===== config.mk =====
export PLATFORM = sky130hd
export DESIGN_NAME = sio_data_port
export DESIGN_NICKNAME = d
export VERILOG_FILES = /design/src/rtl/sio_dp_pkg.sv /design/src/rtl/sio_char_mask.sv /design/src/rtl/sio_tx_hold.sv /design/src/rtl/sio_rx_fifo.sv /design/src/rtl/sio_data_port.sv
export SDC_FILE = /design/constraint.sdc
export NUM_CORES = 1
export LEC_CHECK = 0
export CORE_MARGIN = 2
export CORE_UTILIZATION = 48
export DETAILED_ROUTE_END_ITERATION = 10
export PLACE_DENSITY = 0.94
export SLEW_MARGIN = 20
export SYNTH_ARGS = -nofsm -noshare
export SYNTH_HDL_FRONTEND = slang
export SYNTH_SLANG_ARGS = --single-unit

===== constraint.sdc =====
create_clock -name clk -period 3.7 [get_ports clk]
set_clock_uncertainty 0.2 [all_clocks]
set_input_delay 0.74 -clock clk [delete_from_list [all_inputs] [get_ports clk]]
set_output_delay 0.74 -clock clk [all_outputs]
set_load 0.01 [all_outputs]

===== src/rtl/sio_dp_pkg.sv =====
package sio_dp_pkg;

    // Character length select; value is length minus the shortest length
    typedef enum logic [1:0] {
        CLEN_5 = 2'b00,
        CLEN_6 = 2'b01,
        CLEN_7 = 2'b10,
        CLEN_8 = 2'b11
    } clen_e;

    localparam int unsigned SHORTEST_CHAR = 5;

endpackage


===== src/rtl/sio_char_mask.sv =====
module sio_char_mask #(
    parameter int unsigned DATA_W   = 8,
    parameter int unsigned MIN_BITS = sio_dp_pkg::SHORTEST_CHAR,
    parameter int unsigned SEL_W    = 2
) (
    input  logic [SEL_W-1:0]  sel,
    output logic [DATA_W-1:0] mask
);
    // One bit per data position: kept when below the selected length
    for (genvar g = 0; g < int'(DATA_W); g++) begin : g_bit
        assign mask[g] = (32'(g) < (MIN_BITS + 32'(sel)));
    end
endmodule


===== src/rtl/sio_tx_hold.sv =====
module sio_tx_hold #(
    parameter int unsigned DATA_W = 8
) (
    input  logic              clk,
    input  logic              rst_n,
    input  logic              wr_en,
    input  logic [DATA_W-1:0] wr_data,
    input  logic              tx_enable,
    input  logic              shift_empty,
    input  logic [DATA_W-1:0] mask,
    output logic              empty_flag,
    output logic              load,
    output logic [DATA_W-1:0] load_data
);
    typedef struct packed {
        logic              full;
        logic [DATA_W-1:0] data;
    } hold_t;

    hold_t st_d, st_q;

    always_comb begin
        st_d = st_q;
        load = st_q.full && tx_enable && shift_empty;
        if (load) begin
            st_d.full = 1'b0;
        end
        // Writes only land while the buffer is free
        if (wr_en && !st_q.full) begin
            st_d.full = 1'b1;
            st_d.data = wr_data;
        end
    end

    always_ff @(posedge clk) begin
        if (!rst_n) begin
            st_q <= '0;
        end else begin
            st_q <= st_d;
        end
    end

    assign empty_flag = !st_q.full;
    assign load_data  = st_q.data & mask;
endmodule


===== src/rtl/sio_rx_fifo.sv =====
module sio_rx_fifo #(
    parameter int unsigned DATA_W = 8,
    parameter int unsigned DEPTH  = 2
) (
    input  logic              clk,
    input  logic              rst_n,
    input  logic              push,
    input  logic [DATA_W-1:0] push_data,
    input  logic              pop,
    output logic [DATA_W-1:0] head,
    output logic              not_empty,
    output logic              overrun
);
    localparam int unsigned PTR_W = (DEPTH > 1) ? $clog2(DEPTH) : 1;
    localparam int unsigned CNT_W = $clog2(DEPTH + 1);
    localparam logic [PTR_W-1:0] LAST = PTR_W'(DEPTH - 1);
    localparam logic [CNT_W-1:0] FULL = CNT_W'(DEPTH);

    typedef struct packed {
        logic [DEPTH-1:0][DATA_W-1:0] mem;
        logic [PTR_W-1:0]             rd_ptr;
        logic [PTR_W-1:0]             wr_ptr;
        logic [CNT_W-1:0]             count;
        logic                         ovr;
    } fifo_t;

    fifo_t st_d, st_q;
    logic  do_pop, do_push, drop;

    always_comb begin
        st_d    = st_q;
        do_pop  = pop && (st_q.count != '0);
        do_push = push && ((st_q.count < FULL) || do_pop);
        drop    = push && !do_push;

        if (do_push) begin
            st_d.mem[st_q.wr_ptr] = push_data;
            st_d.wr_ptr = (st_q.wr_ptr == LAST) ? '0 : st_q.wr_ptr + 1'b1;
        end
        if (do_pop) begin
            st_d.rd_ptr = (st_q.rd_ptr == LAST) ? '0 : st_q.rd_ptr + 1'b1;
        end
        case ({do_push, do_pop})
            2'b10:   st_d.count = st_q.count + 1'b1;
            2'b01:   st_d.count = st_q.count - 1'b1;
            default: st_d.count = st_q.count;
        endcase

        if (drop) begin
            st_d.ovr = 1'b1;
        end else if (do_pop) begin
            st_d.ovr = 1'b0;
        end
    end

    always_ff @(posedge clk) begin
        if (!rst_n) begin
            st_q <= '0;
        end else begin
            st_q <= st_d;
        end
    end

    assign not_empty = (st_q.count != '0);
    assign head      = not_empty ? st_q.mem[st_q.rd_ptr] : '0;
    assign overrun   = st_q.ovr;
endmodule


===== src/rtl/sio_data_port.sv =====
module sio_data_port #(
    parameter int unsigned DATA_W   = 8,
    parameter int unsigned RX_DEPTH = 2
) (
    input  logic              clk,
    input  logic              rst_n,
    input  logic              bus_wr,
    input  logic              bus_rd,
    input  logic [DATA_W-1:0] bus_wdata,
    output logic [DATA_W-1:0] bus_rdata,
    input  logic [1:0]        char_size,
    input  logic              tx_enable,
    input  logic              shift_empty,
    output logic              shift_load,
    output logic [DATA_W-1:0] shift_data,
    input  logic              rx_valid,
    input  logic [DATA_W-1:0] rx_data,
    output logic              dre_flag,
    output logic              rxc_flag,
    output logic              ovr_flag
);
    logic [DATA_W-1:0] len_mask;
    logic [DATA_W-1:0] rx_head;

    sio_char_mask #(
        .DATA_W (DATA_W),
        .SEL_W  (2)
    ) u_mask (
        .sel  (char_size),
        .mask (len_mask)
    );

    sio_tx_hold #(
        .DATA_W (DATA_W)
    ) u_tx (
        .clk         (clk),
        .rst_n       (rst_n),
        .wr_en       (bus_wr),
        .wr_data     (bus_wdata),
        .tx_enable   (tx_enable),
        .shift_empty (shift_empty),
        .mask        (len_mask),
        .empty_flag  (dre_flag),
        .load        (shift_load),
        .load_data   (shift_data)
    );

    sio_rx_fifo #(
        .DATA_W (DATA_W),
        .DEPTH  (RX_DEPTH)
    ) u_rx (
        .clk       (clk),
        .rst_n     (rst_n),
        .push      (rx_valid),
        .push_data (rx_data),
        .pop       (bus_rd),
        .head      (rx_head),
        .not_empty (rxc_flag),
        .overrun   (ovr_flag)
    );

    assign bus_rdata = rx_head & len_mask;
endmodule


==> reports/qor_table.md, run 1 <==
| Step | Result | Value |
| --- | --- | --- |
| synthesis | Post-synthesis cell count | 148 |
| worst setup path | CP Max Fanout | 5 |
| timing | # setup viols final | 0 |
| synthesis | Post-synthesis average cell area | 9.31 µm² |
| clocking | Clock transition at path regs | 80 ps |
| die | Die Width | 57.6 µm |
| timing | Period Utilization, post-route | 82.5% |
| routing | Number of vias in the routed layout | 1118 |
| routing | Post-route antenna net violation count | 0 |
| worst setup path | Class of the most critical setup path | in -> out |
| layout | Final core utilization | 67.3% |
| synthesis | Number of nets produced by synthesis | 174 |
| clocking | Setup Buffers After CTS | 0 |
| global routing | Overall global routing resource usage | 19.4% |
| synthesis | Post-synthesis register bit count | 30 |
| power and ir drop | Clock group share of total power | 21.6% |
| timing | Unrepaired setup endpoints after global routing | no |
| placed design | Detail Placement HPWL | 2190 µm |
| global routing | Global-route wire length before repair | 4750 µm |
| job | MaxCap Viol Count | 0 |
| layout | Storage element area | 601 µm² |
| die | Number of core rows | 19 |
| die | Die area | 3310 µm² |
| layout | Number of nets in the layout | 213 |
| power and ir drop | Sequential Power Share | 47.1% |
| synthesis | Sequential area share after synthesis | 43.6% |
| die | # IOs | 45 |
| timing | Slew at the pin closest to its max-slew limit | 873 ps |
| layout | Final non-filler cell total | 217 |
| layout | Total of fill cells in the finished design | 226 |
| timing | Fmax achieved | 328 MHz |
| worst setup path | CP required | 2760 ps |
| power and ir drop | Leakage power | 0.730 nW |
| placed design | Total placed cells including tap cells | 211 |
| clocking | Clock root buffer master | sky130_fd_sc_hd__clkbuf_4 |
| placed design | PortBufs | 44 |
| synthesis | Post-synthesis instance area | 1380 µm² |
| routing | Routed len/inst | 13.5 µm |
| timing | Post-route worst hold slack | 262 ps |
| outcome | Status | complete, no violations |
| global routing | Largest net degree at the start of global routing | 39 |
| global routing | Number of antenna violations at the first check in global routing | 0 |
| worst setup path | Worst stage delay on the critical path | 570 ps |
| die | Starting Density | 50.4% |
| clocking | TritonCTS clock tree | built |
| clocking | Sinks on the clock net | 30 |
| power and ir drop | Part of the total power dissipated in combinational logic | 31.2% |
| die | Die Y-Extent | 57.6 µm |
| global routing | Via count of the first global-routing pass | 1130 |
| power and ir drop | Share of total power consumed by net switching | 30.6% |
| power and ir drop | Ratio of total power to cell area | 467 nW/µm² |
| timing | Worst rel slew slack | 41.7% |
| placed design | Final weighted congestion in routability-driven placement | 0.708 |
| worst setup path | Endpoint kind of the worst setup timing path | output port |
| clocking | Post-cts gate resize count | 0 |
| routing | Average via count per standard cell | 5.15 |
| timing | Max Slew Vio Count | 0 |
| clocking | Buffer depth of the longest clock path | 2 |
| routing | Total length of routed wires | 2940 µm |
| layout | Area used by multi-input combinational logic | 686 µm² |
| power and ir drop | Max rail drop VDD | 0.372 mV |
| clocking | Deepest level of the CTS H-tree | 2 |
| timing | Setup tns final | 0 ps |
| routing | Initial detailed-routing violation count | 20 |
| layout | Area overhead of the layout relative to synthesis | 33.5% |
| worst setup path | Most common cell type on the critical path | sky130_fd_sc_hd__clkdlybuf4s50_1 |
| timing | Time the final worst path needs with I/O delays and setup | 3050 ps |
| global routing | Aggregate global routing overflow | 0 |
| die | Area of the core | 2730 µm² |
| timing | Number of hold violations in the final report | 0 |
| worst hold path | Path type of the worst min-delay path | reg -> reg |
| layout | Share of post-route cells with drive strength above 1 | 4.30% |
| routing | Number of iterations in the first detailed-routing pass | 2 |
| worst setup path | Critical path launch point type | input pin |
| routing | Detailed-route DRC error count | 0 |
| clocking | Worst-Skew Late Latency | 320 ps |
| worst setup path | Worst Path Arrival | 2110 ps |
| power and ir drop | Design internal power | 596 µW |
| clocking | Cts bufs inserted | 5 |
| worst setup path | Master of the slowest instance on the critical path | sky130_fd_sc_hd__clkdlybuf4s50_1 |
| layout | Count of inserted antenna diode cells | 0 |
| synthesis | Yosys warning total | 0 |
| synthesis | Number of distinct standard cells referenced by the synthesized netlist | 22 |
| power and ir drop | Switching Power | 263 µW |
| clocking | Number of buffers added to fix hold violations after cts | 0 |
| worst setup path | CP cell instances | clkdlybuf4s50_1 > nor2_1 > nor3_1 > clkdlybuf4s50_1 |
-- metal layers --
layer | global-route usage [%] | wire length [µm]
met1 | 18.6 | 1200
met2 | 36.4 | 1480
met3 | 7.03 | 200
met4 | 8.97 | 54
met5 | 0 | 0
-- registers in the layout, indices dropped and copies added, names as in the netlist --
signal	count
u_rx.overrun	1
u_tx.st_q	9
u_rx.st_q	20
-- metrics by stage --
step | instance area, µm² | power [mW] | setup slack, ps
floorplan | 1380 | 0.578 | 1690
global placement | 1790 | 0.667 | 675
detailed placement | 1790 | 0.684 | 648
CTS | 1840 | 0.870 | 647
global route | 1840 | 0.910 | 575
finish | 1840 | 0.859 | 649
-- worst max-delay path, delay by kind of cell --
family,cells,cell delay [ps]
AND/OR/NAND/NOR,2,270
buffers and inverters,2,1100
-- synth_stat cells (all sizes together) --
| cell type | instances | area (µm²) |
|---|---|---|
| a22oi | 1 | 7.51 |
| nor3b | 1 | 7.51 |
| a21boi | 2 | 15.0 |
| ha | 1 | 12.5 |
| and2 | 3 | 18.8 |
| nor2b | 12 | 82.6 |
| clkbuf | 4 | 15.0 |
| o21ai | 4 | 20.0 |
| nor2 | 8 | 30.0 |
| inv | 4 | 15.0 |
| nand2 | 26 | 97.6 |
| nand2b | 1 | 6.26 |
| and3 | 3 | 18.8 |
| xnor2 | 3 | 26.3 |
| nor3 | 2 | 10.0 |
| dfxtp | 30 | 601 |
| mux2i | 32 | 320 |
| or3 | 2 | 12.5 |
| buf | 9 | 61.3 |
-- power by group through the flow --
stage / clock [mW] / combinational [mW] / sequential, mW
2_1_floorplan: 0 / 0.190 / 0.387
3_3_place_gp: 0 / 0.258 / 0.409
3_5_place_dp: 0 / 0.271 / 0.413
4_1_cts: 0.193 / 0.272 / 0.405
5_1_grt: 0.207 / 0.292 / 0.412
6_report: 0.186 / 0.268 / 0.405
-- layout by cell type, fill, tap and decap left out, types with 4 or more instances in the layout --
master and count:
sky130_fd_sc_hd__clkbuf_4 5, sky130_fd_sc_hd__nor2_1 8, sky130_fd_sc_hd__nor2b_1 11, sky130_fd_sc_hd__clkdlybuf4s50_1 44, sky130_fd_sc_hd__mux2i_1 32, sky130_fd_sc_hd__inv_1 4
sky130_fd_sc_hd__o21ai_0 4, sky130_fd_sc_hd__dfxtp_1 30, sky130_fd_sc_hd__nand2_1 26
-- worst paths after layout --
path / startpoint / end / slack [ps] / cells past startpoint
max reg2reg: u_rx.st_q[2]$_SDFFE_PN0P_ / u_rx.st_q[2]$_SDFFE_PN0P_ / 1770 / 5
min reg2reg: u_rx.st_q[18]$_SDFFE_PN0P_ / u_rx.st_q[18]$_SDFFE_PN0P_ / 260 / 2
max: char_size[1] / bus_rdata[5] / 650 / 4
min: u_rx.st_q[18]$_SDFFE_PN0P_ / u_rx.st_q[18]$_SDFFE_PN0P_ / 260 / 2
-- cell families after synthesis --
family	count (synthesis)	synth area share, %
mux	32	23.3
flops	30	43.6
compound gates	7	3.09
xor+xnor	3	1.91
fa+ha+maj	1	0.908
simple gates	58	20.6
buf+inv	17	6.63
-- layout make-up --
| cell class | count | area share [%] |
|---|---|---|
| Sequential cell | 30 | 32.7 |
| Multi-Input combinational cell | 101 | 37.3 |
| Tap cell | 31 | 2.11 |
| Timing Repair Buffer | 45 | 24.4 |
| Inverter | 4 | 0.816 |
| Clock buffer | 6 | 2.79 |
(Power assumes the default switching activity.)
==> run 2: changes to the inputs <==
--- a/config.mk
+++ b/config.mk
@@ -6,9 +6,9 @@
 export NUM_CORES = 1
 export LEC_CHECK = 0
 export CORE_MARGIN = 2
-export CORE_UTILIZATION = 48
+export CORE_UTILIZATION = 41
 export DETAILED_ROUTE_END_ITERATION = 10
-export PLACE_DENSITY = 0.94
+export PLACE_DENSITY = 0.86
 export SLEW_MARGIN = 20
 export SYNTH_ARGS = -nofsm -noshare
 export SYNTH_HDL_FRONTEND = slang
==> constraint.sdc (replaced) <==
create_clock -name clk -period 2.57 [get_ports clk]
set_clock_uncertainty 0.2 [all_clocks]
set_input_delay 0.514 -clock clk [delete_from_list [all_inputs] [get_ports clk]]
set_output_delay 0.514 -clock clk [all_outputs]
set_load 0.01 [all_outputs]
==> run 2 against run 1 <==
  * Highest routed layer unchanged
  * First-iteration DRC count is 55% higher
  * Worst setup slack worse by 540 ps
  * Global-route usage down 4.4 points
  * Sequential power grew 41%
  * Non-clock buffer count rose by 4
==> reports/qor_table.md, run 2 (synthesis results as in run 1) <==
| Step | Result | Value | Change |
| --- | --- | --- | --- |
| die | Die area | 3840 µm² | +16% |
| worst setup path | CP Max Fanout | 5 | unchanged |
| layout | Area overhead of the layout relative to synthesis | 38.1% |  |
| global routing | Via count of the first global-routing pass | 978 | -13% |
| worst setup path | Worst Path Arrival | 1750 ps | -360 ps |
| global routing | Number of antenna violations at the first check in global routing | 0 | unchanged |
| die | Area of the core | 3280 µm² | +20% |
| clocking | Post-cts gate resize count | 3 | +3 |
| clocking | TritonCTS clock tree | built |  |
| global routing | Aggregate global routing overflow | 0 | unchanged |
| layout | Most flops, register | u_rx.st_q |  |
| power and ir drop | Max rail drop VDD | 0.360 mV | -3.0% |
| die | Die Width | 62.0 µm | +7.6% |
| placed design | Final weighted congestion in routability-driven placement | 0.644 | -9.0% |
| routing | Post-route antenna net violation count | 0 | unchanged |
| layout | Count of inserted antenna diode cells | 0 | unchanged |
| global routing | Met1 Resource Use GR | 17.2% | -1.4 points |
| timing | Unrepaired setup endpoints after global routing | no |  |
| layout | Final core utilization | 57.9% | -9.3 points |
| die | Starting Density | 41.9% | -8.4 points |
| clocking | Cts bufs inserted | 5 | unchanged |
| job | MaxCap Viol Count | 0 | unchanged |
| timing | Worst rel slew slack | 67.0% | +25 points |
| worst setup path | Critical path launch point type | input pin |  |
| clocking | Clock transition at path regs | 90 ps | about the same |
| die | Die Y-Extent | 62.0 µm | +7.6% |
| clocking | Clock root buffer master | sky130_fd_sc_hd__clkbuf_4 |  |
| routing | Total length of routed wires | 2680 µm | -8.9% |
| global routing | Overall global routing resource usage | 15.0% | -4.4 points |
| layout | Total of fill cells in the finished design | 297 | +31% |
| layout | Area used by multi-input combinational logic | 688 µm² | +0.36% |
| timing | # setup viols final | 0 | unchanged |
| die | Number of core rows | 21 | +2 |
| clocking | Sinks on the clock net | 30 | unchanged |
| die | # IOs | 45 | unchanged |
| timing | Max Slew Vio Count | 0 | unchanged |
| layout | Most common cell after layout, fill and taps aside | sky130_fd_sc_hd__clkdlybuf4s50_1 |  |
| timing | Period Utilization, post-route | 95.9% |  |
| routing | Detailed-route DRC error count | 0 | unchanged |
| clocking | Number of buffers added to fix hold violations after cts | 0 | unchanged |
| power and ir drop | Ratio of total power to cell area | 667 nW/µm² | +43% |
| clocking | Setup Buffers After CTS | 0 | unchanged |
| worst setup path | Endpoint kind of the worst setup timing path | output port |  |
| placed design | Detail Placement HPWL | 1970 µm | -9.7% |
| worst hold path | Path type of the worst min-delay path | reg -> reg |  |
| outcome | Status | complete, no violations |  |
| layout | Top library cells by usage in the layout, fill and taps aside | 40 x sky130_fd_sc_hd__clkdlybuf4s50_1, 32 x sky130_fd_sc_hd__mux2i_1, 29 x sky130_fd_sc_hd__dfxtp_1, 26 x sky130_fd_sc_hd__nand2_1, 11 x sky130_fd_sc_hd__nor2b_1 |  |
| layout | Storage element area | 602 µm² | +0.21% |
| clocking | Buffer depth of the longest clock path | 2 | unchanged |
| worst setup path | CP required | 1860 ps | -900 ps |
| worst setup path | Class of the most critical setup path | in -> out |  |
| global routing | Busiest metal layer after global routing | met2 |  |
| clocking | Deepest level of the CTS H-tree | 2 | unchanged |
| timing | Setup tns final | 0 ps | unchanged |
| routing | Initial detailed-routing violation count | 31 | +55% |
| routing | Average via count per standard cell | 4.52 | -12% |
| timing | Fmax achieved | 406 MHz |  |
| timing | Time the final worst path needs with I/O delays and setup | 2460 ps |  |
| placed design | PortBufs | 44 | unchanged |
| clocking | Worst-Skew Late Latency | 320 ps | about the same |
| global routing | Met3 GRT Util | 6.42% | -0.61 points |
| routing | Routed len/inst | 11.2 µm | -17% |
| global routing | Largest net degree at the start of global routing | 39 | unchanged |
| global routing | Global-route wire length before repair | 4100 µm | -14% |
| power and ir drop | Leakage power | 0.801 nW | +9.7% |
| timing | Slew at the pin closest to its max-slew limit | 495 ps | -378 ps |
| routing | Number of vias in the routed layout | 1076 | -3.8% |
| timing | Number of hold violations in the final report | 0 | unchanged |
| routing | Number of iterations in the first detailed-routing pass | 4 | +2 |
| layout | Share of post-route cells with drive strength above 1 | 7.81% | +3.5 points |
| layout | Number of nets in the layout | 217 | +1.9% |
| layout | Number of flip-flops in the largest register | 20 | unchanged |
| global routing | Met2 Track Usage GR | 24.4% | -12 points |
[run 2: cell types whose count changed in the layout (fill, tap and decap cells not counted), sizes merged]
cell,delta
clkbuf,+1
dlygate4sd2,+2
buf,+4
clkdlybuf4s50,-4
dlymetal6s2s,+2
clkinv,+1
[run 2: report_power, final]
part	internal (mW)	total [mW]	switching [mW]
registers	0.521	0.571	0.0500
clock network	0.132	0.290	0.157
logic	0.231	0.409	0.178
total	0.885	1.27	0.385
[run 2: area by class of cell]
type | count | share of cell area [%]
Timing Repair Buffer | 49 | 25.2
Tap cell | 46 | 3.02
Clock buffer | 7 | 2.89
Multi-Input combinational cell | 101 | 36.2
Sequential cell | 30 | 31.6
Clock inverter | 1 | 0.263
Inverter | 4 | 0.789
[run 2: critical path, stage by stage]
cell and delay, ps:
sky130_fd_sc_hd__clkdlybuf4s50_1 540, sky130_fd_sc_hd__and3_1 170, sky130_fd_sc_hd__clkdlybuf4s50_1 530
[run 2: path summary, 6_finish.rpt]
kind	start	end	slack, ps	cells past startpoint
max	char_size[1]	shift_data[7]	110	3
max reg2reg	u_rx.st_q[2]$_SDFFE_PN0P_	u_rx.st_q[2]$_SDFFE_PN0P_	830	5
min	u_rx.st_q[14]$_SDFFE_PN0P_	u_rx.st_q[14]$_SDFFE_PN0P_	260	2
min reg2reg	u_rx.st_q[14]$_SDFFE_PN0P_	u_rx.st_q[14]$_SDFFE_PN0P_	260	2
[run 2: stage by stage]
stage / cell area (µm²) / worst slack [ps] / instances / power [mW] / hold slack, ps
4_1_cts: 1900 / 22.3 / 238 / 1.29 / 263
3_3_place_gp: 1840 / -5.64 / 230 / 0.988 / 243
5_1_grt: 1900 / 32.6 / 238 / 1.36 / 288
2_1_floorplan: 1380 / 824 / 148 / 0.832 / 234
6_report: 1900 / 106 / 238 / 1.27 / 262
3_5_place_dp: 1840 / -60.2 / 230 / 0.994 / 249
[run 2: layer usage]
layer / up-vias / share of wire, %
li1: 572 / -
met1: 476 / 47
met2: 24 / 46
met3: 4 / 5.8
met4: 0 / 1.1
met5: - / 0
==> run 3: changes to the inputs <==
--- a/config.mk
+++ b/config.mk
@@ -5,10 +5,11 @@
 export SDC_FILE = /design/constraint.sdc
 export NUM_CORES = 1
 export LEC_CHECK = 0
+export ABC_AREA = 0
 export CORE_MARGIN = 2
-export CORE_UTILIZATION = 41
+export CORE_UTILIZATION = 45
 export DETAILED_ROUTE_END_ITERATION = 10
-export PLACE_DENSITY = 0.86
+export PLACE_DENSITY = 0.9
 export SLEW_MARGIN = 20
 export SYNTH_ARGS = -nofsm -noshare
 export SYNTH_HDL_FRONTEND = slang
==> constraint.sdc (replaced) <==
create_clock -name clk -period 2.5 [get_ports clk]
set_clock_uncertainty 0.2 [all_clocks]
set_input_delay 0.5 -clock clk [delete_from_list [all_inputs] [get_ports clk]]
set_output_delay 0.5 -clock clk [all_outputs]
set_load 0.01 [all_outputs]
==> run 3 against run 2 <==
  * Sequential cell count stayed put
  * Sequential share of layout area decreased by 0.29 points
  * Total power rose by 20%
  * Largest power group unchanged
  * Worst setup slack worse by 24 ps
  * Design area up 0.92%
  * First-iteration DRC count rose by 6.5%
  * Wire length is 7.2% higher
  * Combinational power increased by 3%
  * Clock power grew 75%
  * Sequential power increased by 4.4%
==> reports/qor_table.md, run 3 (synthesis results as in run 1) <==
| Step | Result | Value | Change |
| --- | --- | --- | --- |
| placed design | Total placed cells including tap cells | 215 | -6.5% |
| power and ir drop | Post-route total power | 1.53 mW | +20% |
| timing | # setup viols final | 0 | unchanged |
| layout | Most flops, register | u_rx.st_q |  |
| routing | Total length of routed wires | 2870 µm | +7.2% |
| worst setup path | CP required | 1800 ps | -60 ps |
| worst hold path | Path type of the worst min-delay path | reg -> reg |  |
| timing | Worst rel slew slack | 65.2% | -1.8 points |
| timing | Time the final worst path needs with I/O delays and setup | 2420 ps |  |
| routing | Average via count per standard cell | 4.87 | +7.7% |
| clocking | Number of buffers added to fix hold violations after cts | 0 | unchanged |
| job | MaxCap Viol Count | 0 | unchanged |
| layout | Share of post-route cells with drive strength above 1 | 7.37% | -0.44 points |
| timing | Number of hold violations in the final report | 0 | unchanged |
| placed design | Pre-CTS setup slack | -118 ps | -57.9 ps |
| timing | Max Slew Vio Count | 0 | unchanged |
| global routing | Number of antenna violations at the first check in global routing | 0 | unchanged |
| layout | Top library cells by usage in the layout, fill and taps aside | 40 x sky130_fd_sc_hd__clkdlybuf4s50_1, 32 x sky130_fd_sc_hd__mux2i_1, 29 x sky130_fd_sc_hd__dfxtp_1, 26 x sky130_fd_sc_hd__nand2_1, 11 x sky130_fd_sc_hd__nor2b_1 |  |
| layout | Area used by multi-input combinational logic | 693 µm² | +0.73% |
| layout | Storage element area | 602 µm² | unchanged |
| layout | Final core utilization | 64.5% | +6.6 points |
| worst setup path | Worst setup startpoint | char_size[0] |  |
| layout | Most common cell after layout, fill and taps aside | sky130_fd_sc_hd__clkdlybuf4s50_1 |  |
| clocking | Clock root buffer master | sky130_fd_sc_hd__clkbuf_4 |  |
| routing | Detailed-route DRC error count | 0 | unchanged |
| clocking | Deepest level of the CTS H-tree | 2 | unchanged |
| clocking | TritonCTS clock tree | built |  |
| timing | Period Utilization, post-route | 96.7% |  |
| clocking | Worst-Skew Late Latency | 330 ps | about the same |
| global routing | Global-route wire length before repair | 4660 µm | +14% |
| timing | Unrepaired setup endpoints after global routing | no |  |
| worst setup path | Worst Path Arrival | 1720 ps | -30 ps |
| routing | Post-route antenna net violation count | 0 | unchanged |
| timing | Least setup slack across all paths after layout | 82.2 ps | -23.9 ps |
| routing | Initial detailed-routing violation count | 33 | +6.5% |
| layout | Post-layout instance area | 1920 µm² | +0.92% |
| placed design | Detail Placement HPWL | 2140 µm | +8.2% |
| global routing | Aggregate global routing overflow | 0 | unchanged |
| die | Die Y-Extent | 59.3 µm | -4.3% |
| die | Number of core rows | 20 | -4.8% |
| layout | Final non-filler cell total | 223 | -6.3% |
| outcome | Status | complete, no violations |  |
| clocking | Buffer depth of the longest clock path | 2 | unchanged |
| layout | Total of fill cells in the finished design | 246 | -17% |
| power and ir drop | Leakage power | 0.787 nW | -1.8% |
| layout | Number of nets in the layout | 215 | -0.92% |
| clocking | Clock transition at path regs | 100 ps | about the same |
| power and ir drop | Ratio of total power to cell area | 795 nW/µm² | +19% |
| die | Die area | 3520 µm² | -8.3% |
| die | # IOs | 45 | unchanged |
| routing | Number of iterations in the first detailed-routing pass | 4 | unchanged |
| worst setup path | Critical path launch point type | input pin |  |
| worst setup path | Class of the most critical setup path | in -> out |  |
| placed design | PortBufs | 44 | unchanged |
| worst hold path | Startpoint of the worst hold path | u_rx.st_q[14]$_SDFFE_PN0P_ |  |
| layout | Area overhead of the layout relative to synthesis | 39.4% |  |
| layout | Count of inserted antenna diode cells | 0 | unchanged |
| routing | Number of vias in the routed layout | 1086 | +0.93% |
| global routing | Largest net degree at the start of global routing | 39 | unchanged |
| worst setup path | CP Max Fanout | 3 | -2 |
| die | Starting Density | 46.3% | +4.3 points |
| layout | Number of flip-flops in the largest register | 20 | unchanged |
| clocking | Sinks on the clock net | 30 | unchanged |
| worst setup path | Endpoint kind of the worst setup timing path | output port |  |
| placed design | Placed cell areas | 1810 µm² | -1.7% |
| die | Area of the core | 2980 µm² | -9.3% |
| placed design | Final weighted congestion in routability-driven placement | 0.731 | +13% |
| timing | Fmax achieved | 414 MHz |  |
| power and ir drop | Max rail drop VDD | 0.604 mV | +68% |
| clocking | Cts bufs inserted | 5 | unchanged |
| global routing | Via count of the first global-routing pass | 1075 | +9.9% |
| routing | Routed len/inst | 12.9 µm | +14% |
| global routing | Overall global routing resource usage | 18.1% | +3.1 points |
| timing | Slew at the pin closest to its max-slew limit | 522 ps | +26.7 ps |
| die | Die Width | 59.3 µm | -4.3% |
| worst setup path | Critical R2R Launch | u_rx.st_q[2]$_SDFFE_PN0P_ |  |
==> run 3: worst paths after layout <==
path                                                    to  slack [ps]  cells after the start
worst max-delay path                         shift_data[5]          80                      4
worst min-delay path            u_rx.st_q[14]$_SDFFE_PN0P_         260                      2
worst max register to register   u_rx.st_q[2]$_SDFFE_PN0P_         550                      5
worst min register to register  u_rx.st_q[14]$_SDFFE_PN0P_         260                      2
==> run 3: what timing repair did <==
action	4_1_cts	5_1_grt
pin swaps	0	0
gates resized for setup	6	1
hold endpoints to repair	0	0
buffers inserted	0	0
endpoints found under the setup margin	10	1
==> run 3: layout make-up <==
cell class,instances,area share (%)
Inverter,4,0.782
Multi-Input combinational cell,101,36.1
Sequential cell,30,31.3
Timing Repair Buffer,47,23.8
Tap cell,33,2.15
Clock buffer,6,2.67
Clock inverter,2,3.13
==> run 3: per-layer routing <==
| layer | share of wire [%] | GRT usage (%) | vias up | wire length [µm] |
|---|---|---|---|---|
| li1 | - | - | 564 | - |
| met1 | 43 | 21.0 | 489 | 1240 |
| met2 | 50 | 30.3 | 26 | 1440 |
| met3 | 4.8 | 5.02 | 7 | 138 |
| met4 | 1.8 | 8.77 | 0 | 51 |
| met5 | 0 | 0 | - | 0 |
==> run 3: worst max-delay path: stages <==
cell and delay, ps:
sky130_fd_sc_hd__clkdlybuf4s50_1 500, sky130_fd_sc_hd__nor2_1 60, sky130_fd_sc_hd__nor2b_1 110, sky130_fd_sc_hd__clkdlybuf4s50_1 550
==> run 3: report_power, final <==
| group | internal (mW) | switching [mW] | total, mW |
|---|---|---|---|
| Clock | 0.339 | 0.169 | 0.508 |
| Sequential | 0.536 | 0.0594 | 0.596 |
| Combinational | 0.232 | 0.190 | 0.423 |
| Total | 1.11 | 0.419 | 1.53 |
==> run 3: per-stage QoR <==
stage / TNS, ps / hold slack, ps
floorplan: 0 / 234
CTS: 0 / 266
global placement: -224 / 242
finish: 0 / 264
global route: 0 / 289
detailed placement: -225 / 252
